**src/rtl/kr_pkg.sv**
```systemverilog
package kr_pkg;

  // Classification of the request presented on the port in the current cycle
  typedef enum logic [1:0] {
    ACC_NONE = 2'd0,   // no request, or not our address
    ACC_KEY  = 2'd1,   // write with the correct key nibble
    ACC_BAD  = 2'd2,   // write with any other nibble
    ACC_READ = 2'd3    // read of the write-only register
  } acc_e;

  // Control sequence of the register
  typedef enum logic [1:0] {
    ST_IDLE  = 2'd0,
    ST_PULSE = 2'd1,
    ST_RESP  = 2'd2
  } st_e;

  function automatic int cnt_width(input int n);
    return (n > 1) ? $clog2(n) : 1;
  endfunction

endpackage

```
**src/rtl/kr_decode.sv**
```systemverilog
module kr_decode
  import kr_pkg::*;
#(
  parameter int          ADDR_W   = 8,
  parameter int          KEY_W    = 4,
  parameter logic [7:0]  REG_ADDR = 8'h40,
  parameter logic [3:0]  KEY      = 4'hA
) (
  input  logic              req,
  input  logic              we,
  input  logic [ADDR_W-1:0] addr,
  input  logic [KEY_W-1:0]  key_nib,
  output acc_e              kind
);

  localparam logic [ADDR_W-1:0] MY_ADDR = ADDR_W'(REG_ADDR);
  localparam logic [KEY_W-1:0]  MY_KEY  = KEY_W'(KEY);

  logic hit;
  assign hit = req && (addr == MY_ADDR);

  always_comb begin
    kind = ACC_NONE;
    if (hit) begin
      if (!we)                  kind = ACC_READ;
      else if (key_nib == MY_KEY) kind = ACC_KEY;
      else                      kind = ACC_BAD;
    end
  end

endmodule

```
**src/rtl/kr_pulse_timer.sv**
```systemverilog
module kr_pulse_timer
  import kr_pkg::*;
#(
  parameter int PULSE_LEN = 4
) (
  input  logic clk,
  input  logic rst,
  input  logic start,
  output logic pulse,
  output logic last
);

  localparam int             CNT_W = cnt_width(PULSE_LEN);
  localparam logic [CNT_W-1:0] LOAD = CNT_W'(PULSE_LEN - 1);

  logic [CNT_W-1:0] cnt;

  // Pulse is in its final cycle when the counter has run down
  assign last = pulse && (cnt == '0);

  always_ff @(posedge clk) begin
    if (rst) begin
      pulse <= 1'b0;
      cnt   <= '0;
    end else if (start && !pulse) begin
      pulse <= 1'b1;
      cnt   <= LOAD;
    end else if (pulse) begin
      if (cnt == '0) pulse <= 1'b0;
      else           cnt   <= cnt - 1'b1;
    end
  end

endmodule

```
**src/rtl/kr_respond.sv**
```systemverilog
module kr_respond (
  input  logic clk,
  input  logic rst,
  input  logic fire_ack,
  input  logic fire_err,
  output logic ack,
  output logic err
);

  always_ff @(posedge clk) begin
    if (rst) begin
      ack <= 1'b0;
      err <= 1'b0;
    end else begin
      ack <= fire_ack;
      err <= fire_err && !fire_ack;
    end
  end

endmodule

```
**src/rtl/keyed_reset_reg.sv**
```systemverilog
module keyed_reset_reg
  import kr_pkg::*;
#(
  parameter int          ADDR_W    = 8,
  parameter int          DATA_W    = 32,
  parameter int          KEY_W     = 4,
  parameter logic [7:0]  REG_ADDR  = 8'h40,
  parameter logic [3:0]  KEY       = 4'hA,
  parameter int          PULSE_LEN = 4
) (
  input  logic              clk,
  input  logic              rst,
  input  logic              bus_req,
  input  logic              bus_we,
  input  logic [ADDR_W-1:0] bus_addr,
  input  logic [DATA_W-1:0] bus_wdata,
  output logic [DATA_W-1:0] bus_rdata,
  output logic              bus_ack,
  output logic              bus_err,
  output logic              soft_rst
);

  acc_e kind;
  st_e  state, nxt;
  logic start, last, fire_ack, fire_err;

  // Bits above the key nibble take no part in the decision
  logic unused_wdata_hi;
  assign unused_wdata_hi = ^bus_wdata[DATA_W-1:KEY_W];

  assign bus_rdata = '0;

  kr_decode #(
    .ADDR_W(ADDR_W), .KEY_W(KEY_W), .REG_ADDR(REG_ADDR), .KEY(KEY)
  ) i_decode (
    .req(bus_req), .we(bus_we), .addr(bus_addr),
    .key_nib(bus_wdata[KEY_W-1:0]), .kind(kind)
  );

  kr_pulse_timer #(.PULSE_LEN(PULSE_LEN)) i_timer (
    .clk(clk), .rst(rst), .start(start), .pulse(soft_rst), .last(last)
  );

  kr_respond i_resp (
    .clk(clk), .rst(rst), .fire_ack(fire_ack), .fire_err(fire_err),
    .ack(bus_ack), .err(bus_err)
  );

  always_comb begin
    nxt      = state;
    start    = 1'b0;
    fire_ack = 1'b0;
    fire_err = 1'b0;
    unique case (state)
      ST_IDLE: begin
        unique case (kind)
          ACC_KEY:  begin start = 1'b1;    nxt = ST_PULSE; end
          ACC_BAD,
          ACC_READ: begin fire_err = 1'b1; nxt = ST_RESP;  end
          default:  ;
        endcase
      end
      ST_PULSE: begin
        // Request lines are not examined here: the access is stalled
        if (last) begin
          fire_ack = 1'b1;
          nxt      = ST_RESP;
        end
      end
      ST_RESP:  nxt = ST_IDLE;   // dead cycle lets the master drop its request
      default:  nxt = ST_IDLE;
    endcase
  end

  always_ff @(posedge clk) begin
    if (rst) state <= ST_IDLE;
    else     state <= nxt;
  end

endmodule

```
**config.mk**
```make
export PLATFORM = sky130hd
export DESIGN_NAME = keyed_reset_reg
export DESIGN_NICKNAME = d
export VERILOG_FILES = /design/src/rtl/kr_pkg.sv /design/src/rtl/kr_decode.sv /design/src/rtl/kr_pulse_timer.sv /design/src/rtl/kr_respond.sv /design/src/rtl/keyed_reset_reg.sv
export SDC_FILE = /design/constraint.sdc
export NUM_CORES = 1
export LEC_CHECK = 0
export ABC_CLOCK_PERIOD_IN_PS = 1700
export CORE_ASPECT_RATIO = 1.1
export CORE_MARGIN = 3
export CORE_UTILIZATION = 23
export CTS_BUF_LIST = sky130_fd_sc_hd__clkbuf_4 sky130_fd_sc_hd__clkbuf_8 sky130_fd_sc_hd__clkbuf_16
export DETAILED_ROUTE_END_ITERATION = 6
export GPL_TIMING_DRIVEN = 0
export PLACE_DENSITY = 0.84
export SYNTH_ARGS = -nofsm -noshare
export SYNTH_HDL_FRONTEND = slang
export SYNTH_HIERARCHICAL = 1
export SYNTH_SLANG_ARGS = --single-unit
```
**constraint.sdc**
```tcl
create_clock -name clk -period 1.7 [get_ports clk]
set_input_delay 0.255 -clock clk [delete_from_list [all_inputs] [get_ports clk]]
set_output_delay 0.255 -clock clk [all_outputs]
set_load 0.01 [all_outputs]
```
==> impl_metrics.tcl <==
set metrics [dict create \
    numCtsBuffers 3 \
    synth_top_area_frac 0.382 \
    ys_seq_area_frac 0.223 \
    fin_crit_ns 1.67 \
    synth.distinct_cells 27 \
    yosysMostFrequentCell "buf_4" \
    num_rows 19 \
    endpoint_kind "flip-flop" \
    synth.area.top_cells "buf_4 (38%), dfxtp_1 (22%), a211oi_2 (4.0%)" \
    hold_path_class "reg -> reg" \
    leakage_nw 0.543 \
    powerDensity_nw_per_um2 436 \
    cpMaxStageDelayCell "or4_4" \
    slowest_delay_ns 0.55 \
    fin_nets 169 \
    route.detailed.drc 0 \
    rsz0062_at_grt "true" \
    ys_ff_latch 7 \
    ys.flop_type "dfxtp_1" \
    netlist_area_um2 628 \
    grt_max_degree 8 \
    ant_nets 0 \
    antenna_found_initial 0 \
    path_cells "buf_6 > or4_4 > buf_6 > a2111oi_4 > nor4b_4 > o21ai_2 > a211oi_2" \
    grt_usage 0.0862 \
    yosysTopAreaCell "buf_4" \
    max_freq_mhz 600 \
    crit_fanout 3 \
    yosysWarnings 6 \
    crit_required_ns 1.83 \
    slew_viol_final 0 \
    core_um2 2540 \
    clock_skew_ns 0.00174 \
    n_fill_cell 255 \
    clk_pin_slew_ns 0.05 \
    worstPathArrival_ns 1.80 \
    synthCells 68 \
    drtIter0Drc 4 \
    worst-path-buf-inv 2 \
    diodes 0 \
    path_class "in -> reg" \
    routed_wl_um 1400 \
    die_y_um 60.8 \
    drive_gt1_frac 0.463 \
    grt_pass1_vias 552 \
    dieArea_um2 3390 \
    num_vias 542 \
    synthTopCellsByCount "buf_4 (32), dfxtp_1 (7), inv_1 (3)" \
    via_per_inst 3.52 \
    hpwl_um 1230 \
    cap_viol_max_count 0 \
    synth-edff-count 0 \
    outcome "complete, no violations" \
    cts.htree.levels 1 \
    cp-start-kind "input pin" \
    areaGrowthSynthToFinish_pct 74.3 \
    die_w_um 55.8 \
    grt_first_pass_wirelength_um 2280 \
    cts_tree "done" \
    synth-async-reset-ratio 0 \
    cts_buffer_depth 2 \
    syn_area_per_cell_um2 9.24 \
    initial_utilization 0.247 \
    insertion_delay_ns 0.25 \
    globalplace.congestion 0.653 \
    clock_tree.root_cell "clkbuf_4" \
    wl_per_cell_um 9.10 \
    final_cells 154 \
    port_buffers 18 \
    clock-sinks 7 \
    crit_family "compound AO/OA/AOI/OAI gates" \
    io_pins 79 \
    setup_violations 0 \
    dp_cells 148 \
    hold_viol 0 \
    crit_path_frequent_cell "buf_6" \
    vdd_ir_drop_max_mv 0.383 \
    dr.pass1.iters 2 \
    fin_crit_sh 0.981 \
    gr-total-overflow 0 \
    total_power_mw 0.477 \
]
worst paths after layout:
check | end | cells past startpoint | slack, ns | startpoint
max | i_timer/cnt[0] | 7 | 0.03 | bus_addr[4]
min | i_timer/cnt[1] | 2 | 0.49 | i_timer/cnt[1]
max reg2reg | state[0] | 6 | 0.36 | i_timer/cnt[0]
min reg2reg | i_timer/cnt[1] | 2 | 0.49 | i_timer/cnt[1]
report_power, final:
part | total [mW] | switching [mW] | internal (mW)
registers | 0.165 | 0.000212 | 0.165
logic | 0.144 | 0.0624 | 0.0820
clock network | 0.168 | 0.0622 | 0.106
total | 0.477 | 0.125 | 0.352
worst min-delay path: cells and delay by family, from the launching register on:
family,cells,cell delay (ns)
DFF,1,0.29
AOI/OAI and AO/OA,1,0.06
buffers and inverters,1,0.08
layout make-up:
cell class / count / area (µm²) / share of cell area
clock buffers: 4 / 30.0 / 0.0274
flip-flops and latches: 7 / 140 / 0.128
repair buffers: 20 / 193 / 0.176
plain buffers: 32 / 240 / 0.219
multi-input cells: 57 / 442 / 0.403
inverters: 3 / 11.3 / 0.0103
well taps: 31 / 38.8 / 0.0354
layer usage:
| metal | vias up | wire length (µm) | global-route usage |
|---|---|---|---|
| li1 | 277 | - | - |
| met2 | 27 | 865 | 0.186 |
| met3 | 2 | 138 | 0.0234 |
| met4 | 0 | 23 | 0.0610 |
| met1 | 236 | 374 | 0.0660 |
| met5 | - | 0 | 0 |
cell usage in the layout (no fill, tap or decap):
master and count:
nor2b_1 1, o21ai_2 1, nor3b_2 2, dfxtp_1 7, nor3_1 1, buf_6 3
a211oi_2 2, clkdlybuf4s15_1 2, dlymetal6s2s_1 1, dlygate4sd2_1 5, inv_1 3, buf_2 1
nand4bb_4 1, clkdlybuf4s50_1 7, buf_4 33, or2b_1 1, and2_1 1, conb_1 32
a221oi_2 1, mux2i_1 1, or4_4 1, and3b_2 1, nand2_1 2, nor2b_4 1
clkbuf_4 4, a2111oi_4 2, nor2_1 1, or3_4 1, nor4b_4 1, nor4bb_4 1
ha_1 1, or3b_4 1
repair_timing:
action                     CTS  global route
hold endpoints to repair     0             0
setup endpoints to repair    6             6
hold buffers                 0             0
pin swaps                   10             7
gates resized for setup     23             4
setup buffers                2             0
kinds of logic after synthesis:
group                    share of synthesized area
multiplexers                                0.0159
adder cells (fa/ha/maj)                     0.0199
AND/OR/NAND/NOR                              0.217
flip-flops                                   0.223
AO/OA/AOI/OAI                                0.118
buffers and inverters                        0.400
other                                      0.00597
stage by stage:
step	hold slack, ns	utilization	setup TNS [ns]	setup WS (ns)	area [µm²]
floorplan	0.320	-	0	0.0205	795
global placement	0.459	0.398	-2.32	-0.454	1010
detailed placement	0.478	0.398	-2.68	-0.504	1010
CTS	0.493	0.424	-0.0876	-0.0491	1080
global route	0.526	0.430	-0.0905	-0.0498	1090
finish	0.492	0.430	0	0.0321	1090
flip-flops by register name (all words and copies together) (netlist names):
name / flops
i_resp/err: 1
i_timer/pulse: 1
i_resp/ack: 1
i_timer/cnt: 2
state: 2
No activity file was read; power rests on OpenSTA's default activity.
